### config.mk
export PLATFORM = sky130hd
export DESIGN_NAME = vid_dram_addr_gen
export DESIGN_NICKNAME = d
export VERILOG_FILES = /design/src/rtl/vfa_pkg.sv /design/src/rtl/vfa_slice_regs.sv /design/src/rtl/vfa_window.sv /design/src/rtl/vfa_streamer.sv /design/src/rtl/vfa_map.sv /design/src/rtl/vid_dram_addr_gen.sv
export SDC_FILE = /design/constraint.sdc
export NUM_CORES = 1
export LEC_CHECK = 0
export ABC_AREA = 1
export BUFFER_PORTS_ARGS = -buffer_cell sky130_fd_sc_hd__buf_2
export CAP_MARGIN = 0
export CORE_MARGIN = 2
export CORE_UTILIZATION = 50
export DETAILED_ROUTE_END_ITERATION = 8
export HOLD_SLACK_MARGIN = 0.02
export PLACE_DENSITY = 0.7
export SYNTH_ARGS = -nofsm -noshare
export SYNTH_HDL_FRONTEND = slang
export SYNTH_HIERARCHICAL = 1
export SYNTH_SLANG_ARGS = --single-unit
### constraint.sdc
create_clock -name clk -period 20.9 [get_ports clk]
set_input_delay 3.135 -clock clk [delete_from_list [all_inputs] [get_ports clk]]
set_output_delay 3.135 -clock clk [all_outputs]
set_load 0.05 [all_outputs]
### src/rtl/vfa_pkg.sv
// Package: shared widths and the latched window descriptor for the
// video frame DRAM address generator.
// Assumes pictures no larger than 4095x4095 and vectors within +/-2048 pixels.
package vfa_pkg;
    localparam int CW   = 12;      // coordinate / dimension width
    localparam int SCW  = CW + 2;  // signed working width for window origins
    localparam int MVW  = 14;      // quarter-pel motion vector width
    localparam int POCW = 8;       // picture order count width
    localparam int WW   = 4;       // window dimension width (max 13)

    // Fetch window after motion vector application, before clamping.
    typedef struct packed {
        logic signed [SCW-1:0] x0;
        logic signed [SCW-1:0] y0;
        logic [WW-1:0]         dim;
        logic                  frame;
        logic                  chroma;
        logic                  field;
        logic                  bottom;
        logic                  write;
    } win_t;
endpackage

### src/rtl/vfa_slice_regs.sv
// Module: slice-level settings written through a simple strobe port.
// Assumes software keeps them stable while a request is being streamed.
module vfa_slice_regs
    import vfa_pkg::*;
#(
    parameter int RST_WIDTH  = 64,
    parameter int RST_HEIGHT = 64
) (
    input  logic            clk,
    input  logic            rst_n,
    input  logic            cfg_we,
    input  logic [2:0]      cfg_addr,
    input  logic [CW-1:0]   cfg_wdata,
    output logic [CW-1:0]   pic_width,
    output logic [CW-1:0]   pic_height,
    output logic [POCW-1:0] poc_ref0,
    output logic [POCW-1:0] poc_ref1,
    output logic [1:0]      mem_code
);
    // Register writes; unknown addresses are dropped.
    always_ff @(posedge clk) begin
        if (!rst_n) begin
            pic_width  <= CW'(RST_WIDTH);
            pic_height <= CW'(RST_HEIGHT);
            poc_ref0   <= '0;
            poc_ref1   <= POCW'(1);
            mem_code   <= 2'd0;
        end else if (cfg_we) begin
            case (cfg_addr)
                3'd0:    pic_width  <= cfg_wdata;
                3'd1:    pic_height <= cfg_wdata;
                3'd2:    poc_ref0   <= cfg_wdata[POCW-1:0];
                3'd3:    poc_ref1   <= cfg_wdata[POCW-1:0];
                3'd4:    mem_code   <= cfg_wdata[1:0];
                default: ;
            endcase
        end
    end
endmodule

### src/rtl/vfa_window.sv
// Module: derives the fetch window from a block request.
// The quarter-pel vector's integer part moves the origin; any fractional
// part widens the window by 5 and moves its origin 2 pixels up and left.
// Also resolves the reference picture from the two registered order counts.
module vfa_window
    import vfa_pkg::*;
(
    input  logic                   req_size,
    input  logic [CW-1:0]          req_x,
    input  logic [CW-1:0]          req_y,
    input  logic signed [MVW-1:0]  req_mvx,
    input  logic signed [MVW-1:0]  req_mvy,
    input  logic                   req_chroma,
    input  logic                   req_field,
    input  logic                   req_bottom,
    input  logic                   req_write,
    input  logic [POCW-1:0]        req_poc,
    input  logic [POCW-1:0]        poc_ref0,
    input  logic [POCW-1:0]        poc_ref1,
    output win_t                   win,
    output logic                   ref_hit
);
    logic signed [SCW-1:0] mvx_int, mvy_int, margin;
    logic [WW-1:0]         base_dim;
    logic                  has_frac;

    // Window origin, size and reference selection.
    always_comb begin
        mvx_int    = SCW'(req_mvx >>> 2);
        mvy_int    = SCW'(req_mvy >>> 2);
        has_frac   = (req_mvx[1:0] != 2'd0) || (req_mvy[1:0] != 2'd0);
        base_dim   = req_size ? WW'(8) : WW'(4);
        margin     = has_frac ? SCW'(2) : SCW'(0);
        win.x0     = $signed({2'b00, req_x}) + mvx_int - margin;
        win.y0     = $signed({2'b00, req_y}) + mvy_int - margin;
        win.dim    = has_frac ? base_dim + WW'(5) : base_dim;
        win.frame  = (req_poc != poc_ref0);
        win.chroma = req_chroma;
        win.field  = req_field;
        win.bottom = req_bottom;
        win.write  = req_write;
        ref_hit    = (req_poc == poc_ref0) || (req_poc == poc_ref1);
    end
endmodule

### src/rtl/vfa_streamer.sv
// Module: walks a latched window in raster order, one sample per two-pixel
// column group, and clamps each sample to the plane. Valid/ready output;
// a new request is taken only while idle. Unknown reference: one-cycle err.
module vfa_streamer
    import vfa_pkg::*;
(
    input  logic          clk,
    input  logic          rst_n,
    input  logic          req_valid,
    output logic          req_ready,
    input  win_t          win_in,
    input  logic          ref_hit,
    input  logic [CW-1:0] pic_width,
    input  logic [CW-1:0] pic_height,
    output logic          addr_valid,
    input  logic          addr_ready,
    output logic          addr_last,
    output logic [CW-1:0] pix_x,
    output logic [CW-1:0] pix_line,
    output logic          s_frame,
    output logic          s_chroma,
    output logic          s_write,
    output logic          err
);
    win_t          win_q;
    logic          busy_q, err_q;
    logic [WW-1:0] row_q, grp_q, groups;
    logic          accept, row_end;
    logic [CW-1:0] xlim, ylim, lines_f, lines;
    logic signed [SCW-1:0] xs, ys;
    logic [CW-1:0] py;

    function automatic logic [CW-1:0] clampc(input logic signed [SCW-1:0] v,
                                             input logic [CW-1:0] hi);
        if (v < 0)                          return '0;
        else if (v > $signed({2'b00, hi})) return hi;
        else                                return v[CW-1:0];
    endfunction

    // Handshake and end-of-window decode.
    always_comb begin
        accept    = req_valid && !busy_q;
        groups    = (win_q.dim + WW'(1)) >> 1;
        row_end   = (grp_q == groups - WW'(1));
        addr_last = row_end && (row_q == win_q.dim - WW'(1));
    end

    // Request latch, raster counters and error pulse.
    always_ff @(posedge clk) begin
        if (!rst_n) begin
            busy_q <= 1'b0;
            err_q  <= 1'b0;
            win_q  <= '0;
            row_q  <= '0;
            grp_q  <= '0;
        end else begin
            err_q <= accept && !ref_hit;
            if (accept && ref_hit) begin
                busy_q <= 1'b1;
                win_q  <= win_in;
                row_q  <= '0;
                grp_q  <= '0;
            end else if (busy_q && addr_ready) begin
                if (addr_last) begin
                    busy_q <= 1'b0;
                end else if (row_end) begin
                    grp_q <= '0;
                    row_q <= row_q + WW'(1);
                end else begin
                    grp_q <= grp_q + WW'(1);
                end
            end
        end
    end

    // Sample position, plane limits and clamping.
    always_comb begin
        xs       = win_q.x0 + $signed({{(SCW-WW-1){1'b0}}, grp_q, 1'b0});
        ys       = win_q.y0 + $signed({{(SCW-WW){1'b0}}, row_q});
        lines_f  = win_q.field  ? (pic_height >> 1) : pic_height;
        lines    = win_q.chroma ? (lines_f >> 1)    : lines_f;
        xlim     = pic_width - CW'(1);
        ylim     = lines - CW'(1);
        pix_x    = clampc(xs, xlim);
        py       = clampc(ys, ylim);
        pix_line = win_q.field ? {py[CW-2:0], win_q.bottom} : py;
    end

    assign req_ready  = !busy_q;
    assign addr_valid = busy_q;
    assign err        = err_q;
    assign s_frame    = win_q.frame;
    assign s_chroma   = win_q.chroma;
    assign s_write    = win_q.write;

    // a stalled address must not move.
    assert_hold_stalled_R6: assert property (@(posedge clk) disable iff (!rst_n)
        (addr_valid && !addr_ready) |=> (addr_valid && $stable(pix_x)
                                         && $stable(pix_line) && $stable(addr_last)));

    // the final handshake returns the block to idle.
    assert_last_ends_R5: assert property (@(posedge clk) disable iff (!rst_n)
        (addr_valid && addr_ready && addr_last) |=> (!addr_valid && req_ready));

    // an error pulse never comes with addresses and lasts one cycle.
    assert_err_no_addr_R4: assert property (@(posedge clk) disable iff (!rst_n)
        err |-> (!addr_valid && req_ready));
    assert_err_single_R4: assert property (@(posedge clk) disable iff (!rst_n)
        (err && !req_valid) |=> !err);
endmodule

### src/rtl/vfa_map.sv
// Module: maps one clamped pixel to memory, bank, row and column.
// Tiles are 64 pixels wide; 64 lines for luma, 32 for chroma. Bank is the
// low bit of tile row and column. One/two memories: chroma shares the luma
// tile's row after the luma part. Four memories: chroma on its own pair.
module vfa_map
    import vfa_pkg::*;
#(
    parameter int ROW_W      = 13,
    parameter int COL_W      = 12,
    parameter int FRAME_ROWS = 1024
) (
    input  logic [CW-2:0]    px_pair,   // pixel x with bit 0 dropped
    input  logic [CW-1:0]    pline,
    input  logic             chroma,
    input  logic             frame,
    input  logic [1:0]       mem_code,
    input  logic [CW-1:0]    pic_width,
    output logic [1:0]       mem_sel,
    output logic [1:0]       bank,
    output logic [ROW_W-1:0] row,
    output logic [COL_W-1:0] col
);
    localparam int GPL_ONE   = 32;              // groups per tile line, one memory
    localparam int GPL_PAIR  = 16;              // groups per tile line, memory pair
    localparam int LUMA_ONE  = 64 * GPL_ONE;    // luma part of a row, one memory
    localparam int LUMA_PAIR = 64 * GPL_PAIR;   // luma part of a row, memory pair

    logic                pair, four, lane;
    logic [CW-7:0]       tx;
    logic [CW-6:0]       ty;
    logic [5:0]          ly;
    logic [10:0]         offs;
    logic [CW:0]         tiles_per_row;
    logic [ROW_W-1:0]    frame_base;
    logic [COL_W-1:0]    chroma_base;

    // Tile coordinates, in-tile offset, row and column.
    always_comb begin
        pair          = (mem_code != 2'd0);
        four          = mem_code[1];
        lane          = pair && px_pair[0];
        tx            = px_pair[CW-2:5];
        ty            = chroma ? pline[CW-1:5] : {1'b0, pline[CW-1:6]};
        ly            = chroma ? {1'b0, pline[4:0]} : pline[5:0];
        offs          = pair ? {1'b0, ly, px_pair[4:1]} : {ly, px_pair[4:0]};
        chroma_base   = (!four && chroma) ? (pair ? COL_W'(LUMA_PAIR) : COL_W'(LUMA_ONE))
                                          : '0;
        col           = COL_W'(offs) + chroma_base;
        mem_sel       = four ? {chroma, lane} : {1'b0, lane};
        bank          = {ty[0], tx[0]};
        tiles_per_row = ({1'b0, pic_width} + (CW+1)'(127)) >> 7;
        frame_base    = frame ? ROW_W'(FRAME_ROWS) : '0;
        row           = frame_base + ROW_W'(ty >> 1) * ROW_W'(tiles_per_row)
                        + ROW_W'(tx >> 1);
    end
endmodule

### src/rtl/vid_dram_addr_gen.sv
// Module: top of the video frame DRAM address generator. Slice registers,
// window derivation, raster streaming and the pixel-to-DRAM map.
// Assumes slice registers are written only while no request is in flight.
module vid_dram_addr_gen
    import vfa_pkg::*;
#(
    parameter int ROW_W      = 13,
    parameter int COL_W      = 12,
    parameter int FRAME_ROWS = 1024,
    parameter int RST_WIDTH  = 64,
    parameter int RST_HEIGHT = 64
) (
    input  logic                  clk,
    input  logic                  rst_n,
    input  logic                  cfg_we,
    input  logic [2:0]            cfg_addr,
    input  logic [CW-1:0]         cfg_wdata,
    input  logic                  req_valid,
    output logic                  req_ready,
    input  logic [CW-1:0]         req_x,
    input  logic [CW-1:0]         req_y,
    input  logic signed [MVW-1:0] req_mvx,
    input  logic signed [MVW-1:0] req_mvy,
    input  logic                  req_size,
    input  logic                  req_chroma,
    input  logic                  req_field,
    input  logic                  req_bottom,
    input  logic                  req_write,
    input  logic [POCW-1:0]       req_poc,
    output logic                  addr_valid,
    input  logic                  addr_ready,
    output logic [1:0]            addr_mem,
    output logic [1:0]            addr_bank,
    output logic [ROW_W-1:0]      addr_row,
    output logic [COL_W-1:0]      addr_col,
    output logic                  addr_last,
    output logic                  addr_write,
    output logic                  err
);
    logic [CW-1:0]   pic_width, pic_height, pix_x, pix_line;
    logic [POCW-1:0] poc_ref0, poc_ref1;
    logic [1:0]      mem_code;
    win_t            win;
    logic            ref_hit, s_frame, s_chroma;

    vfa_slice_regs #(.RST_WIDTH(RST_WIDTH), .RST_HEIGHT(RST_HEIGHT)) u_regs (
        .clk(clk), .rst_n(rst_n), .cfg_we(cfg_we), .cfg_addr(cfg_addr),
        .cfg_wdata(cfg_wdata), .pic_width(pic_width), .pic_height(pic_height),
        .poc_ref0(poc_ref0), .poc_ref1(poc_ref1), .mem_code(mem_code));

    vfa_window u_win (
        .req_size(req_size), .req_x(req_x), .req_y(req_y),
        .req_mvx(req_mvx), .req_mvy(req_mvy), .req_chroma(req_chroma),
        .req_field(req_field), .req_bottom(req_bottom), .req_write(req_write),
        .req_poc(req_poc), .poc_ref0(poc_ref0), .poc_ref1(poc_ref1),
        .win(win), .ref_hit(ref_hit));

    vfa_streamer u_stream (
        .clk(clk), .rst_n(rst_n), .req_valid(req_valid), .req_ready(req_ready),
        .win_in(win), .ref_hit(ref_hit), .pic_width(pic_width),
        .pic_height(pic_height), .addr_valid(addr_valid), .addr_ready(addr_ready),
        .addr_last(addr_last), .pix_x(pix_x), .pix_line(pix_line),
        .s_frame(s_frame), .s_chroma(s_chroma), .s_write(addr_write), .err(err));

    vfa_map #(.ROW_W(ROW_W), .COL_W(COL_W), .FRAME_ROWS(FRAME_ROWS)) u_map (
        .px_pair(pix_x[CW-1:1]), .pline(pix_line), .chroma(s_chroma),
        .frame(s_frame), .mem_code(mem_code), .pic_width(pic_width),
        .mem_sel(addr_mem), .bank(addr_bank), .row(addr_row), .col(addr_col));

    // every streamed sample lies inside the picture width.
    assert_x_clamped_R3: assert property (@(posedge clk) disable iff (!rst_n)
        addr_valid |-> (pix_x < pic_width));

    // a single memory is always memory 0.
    assert_one_mem_R9: assert property (@(posedge clk) disable iff (!rst_n)
        (addr_valid && mem_code == 2'd0) |-> (addr_mem == 2'd0));

    // four memories split planes by pair and keep columns in the low half.
    assert_four_split_R10: assert property (@(posedge clk) disable iff (!rst_n)
        (addr_valid && mem_code[1]) |-> (addr_mem[1] == s_chroma
                                         && addr_col < COL_W'(1024)));
endmodule

==> results.sh <==
export IMPL_rsz0062_at_grt="false"
export IMPL_fin_worst_skew_ns=0.00925
export IMPL_seq_area_mm2=0.00178
export IMPL_cpMostUsedCell="nand2_1"
export IMPL_gp_congestion=0.951
export IMPL_critPathLaunchType="flop"
export IMPL_arrival_ns=8.90
export IMPL_drive_gt1_share_pct=12.5
export IMPL_slowest_delay_ns=0.93
export IMPL_worst_slack_ns=8.86
export IMPL_setup_viol=0
export IMPL_syn_cell_area_mm2=0.0103
export IMPL_clock_sinks=89
export IMPL_die_w_um=147
export IMPL_crit_path_max_fanout=25
export IMPL_syn_area_per_cell_um2=6.27
export IMPL_required_ns=17.77
export IMPL_insertion_delay_ns=0.36
export IMPL_pre_cts_ws_ns=9.31
export IMPL_cts_setup_buffers=0
export IMPL_multiInputGateArea_mm2=0.00704
export IMPL_cts_buffers=9
export IMPL_worstMarginPinSlew_ns=0.932
export IMPL_synth_fp_nets=1859
export IMPL_grt_pass1_wl_um=41300
export IMPL_core_area_mm2=0.0202
export IMPL_timing_final_crit_share_pct=57.6
export IMPL_clockRootBuffer="clkbuf_16"
export IMPL_via_per_inst=4.98
export IMPL_drv_cap=0
export IMPL_status="finished clean"
export IMPL_area_delta_synth_final_pct=9.72
export IMPL_dieArea_mm2=0.0217
export IMPL_tns_ns=0
export IMPL_grt_max_degree=83
export IMPL_cts_tree="yes"
export IMPL_path_delay_family="simple AND/OR/NAND/NOR gates"
export IMPL_grt_pass1_vias=9292
export IMPL_nets=1945
export IMPL_ctsHoldBuffers=0
export IMPL_hold_violations=0
export IMPL_io_buffers=118
export IMPL_relSlewSlack_pct=37.8
export IMPL_crit_slowest_cell="dfxtp_1"
export IMPL_cts_clk_slew_worst_paths_ns=0.06
export IMPL_ir_worst_vdd_uv=37.3
export IMPL_initial_utilization_pct=50.8
export IMPL_critPathBufInv=11
export IMPL_ant_nets=0
export IMPL_post_cts_resized=0
export IMPL_ios=119
export IMPL_fp_dieH_um=147
export IMPL_max_freq_ghz=0.0831
export IMPL_hold_path_class="flop to flop"
export IMPL_drv_slew=0
export IMPL_crit_type="flop to output pin"
export IMPL_critPathCaptureType="output pin"
export IMPL_post_route_util_pct=55.8
export IMPL_dp_hpwl_um=19400
export IMPL_grtUsageTotal_pct=22.7
export IMPL_yosysWarnings=6
export IMPL_n_fill_cell=2045
export IMPL_drt_first_pass_iters=5
export IMPL_cellLeakagePower_nw=6.22
export IMPL_wl_per_cell_um=12.0
export IMPL_num_vias=9972
export IMPL_diodes=0
export IMPL_netlist_instances=1640
export IMPL_clk_path_buf_depth=2
export IMPL_power_density_mw_per_mm2=44.0
export IMPL_num_rows=52
export IMPL_gr_total_overflow=0
export IMPL_wirelength_um=23900
export IMPL_power_w=0.000496
export IMPL_htreeDepth=3
export IMPL_antenna_found_initial=0
export IMPL_drc_errors=0
export IMPL_fin_crit_ns=12.04
export IMPL_drt_iter0_drc=606
-- cell type report --
cell class                      instances  share of cell area [%]
Clock buffer                           10                    2.12
Clock inverter                          6                   0.587
Inverter                              319                    10.6
Multi-Input combinational cell       1185                    62.4
Sequential cell                        89                    15.8
Tap cell                              270                    2.99
Timing Repair Buffer                  122                    5.50
-- worst register-to-register path, delay by kind of cell, from the launching register on --
kind / cells / cell delay [ns]
AND/OR/NAND/NOR: 10 / 1.46
flip-flops: 1 / 0.39
buffers and inverters: 3 / 0.24
adder cells (fa/ha/maj): 2 / 0.65
-- sequential cells by signal (all words and copies together) (netlist names) --
name / cells
u_regs/mem_code: 2
u_regs/pic_height: 12
u_regs/pic_width: 12
u_regs/poc_ref0: 8
u_regs/poc_ref1: 8
u_stream/addr_valid: 1
u_stream/err: 1
u_stream/grp_q: 4
u_stream/row_q: 4
u_stream/s_chroma: 1
u_stream/s_frame: 1
u_stream/s_write: 1
u_stream/win_q: 34
-- metal layers --
layer	vias to the layer above	track usage [%]	routed length, um
met3	18	2.87	977
li1	5290	-	-
met4	0	5.82	325
met5	-	0	0
met1	4471	29.8	11400
met2	193	39.4	11200
-- stage by stage --
| step | cell area (um^2) | hold slack [ns] | instances |
|---|---|---|---|
| finish | 11300 | 0.450 | 2001 |
| global route | 11300 | 0.463 | 2001 |
| CTS | 11300 | 0.452 | 2001 |
| detailed placement | 11000 | 0.439 | 1985 |
| global placement | 11000 | 0.431 | 1985 |
| floorplan | 10300 | 0.424 | 1640 |
-- placed cells by master (no fill, tap or decap), types with 2 or more instances in the layout --
cell type / instances
nand3_2: 7
nor3_2: 2
fa_1: 22
or2_2: 5
o31ai_1: 2
buf_4: 4
o21ai_0: 74
nand2_4: 5
nor2_4: 3
nor3_1: 16
or3_1: 2
nand4_1: 25
clkbuf_16: 9
buf_2: 118
nand2_2: 23
nand2_1: 366
xor2_1: 64
a21oi_2: 7
inv_1: 307
inv_2: 11
clkinvlp_4: 3
o211ai_1: 2
nor2_2: 13
nand3_1: 144
dfxtp_1: 89
nor2_1: 164
o21bai_1: 4
a21oi_1: 75
a31oi_1: 6
o21ai_1: 3
xnor2_1: 24
ha_1: 112
a21o_1: 5
-- worst paths after layout --
path | start | cells after the start | to | slack [ns]
min reg2reg | u_stream/s_write | 2 | u_stream/s_write | 0.45
max | u_stream/win_q[2] | 48 | addr_row[11] | 8.86
min | u_stream/s_write | 2 | u_stream/s_write | 0.45
max reg2reg | u_stream/win_q[5] | 15 | u_stream/row_q[3] | 18.06
-- report_power, final --
group / switching, W / internal (W) / total [W]
clock: 0.0000720 / 0.0000961 / 0.000168
sequential: 0.00000342 / 0.000173 / 0.000176
combinational: 0.0000971 / 0.0000548 / 0.000152
(Power assumes the default switching activity.)
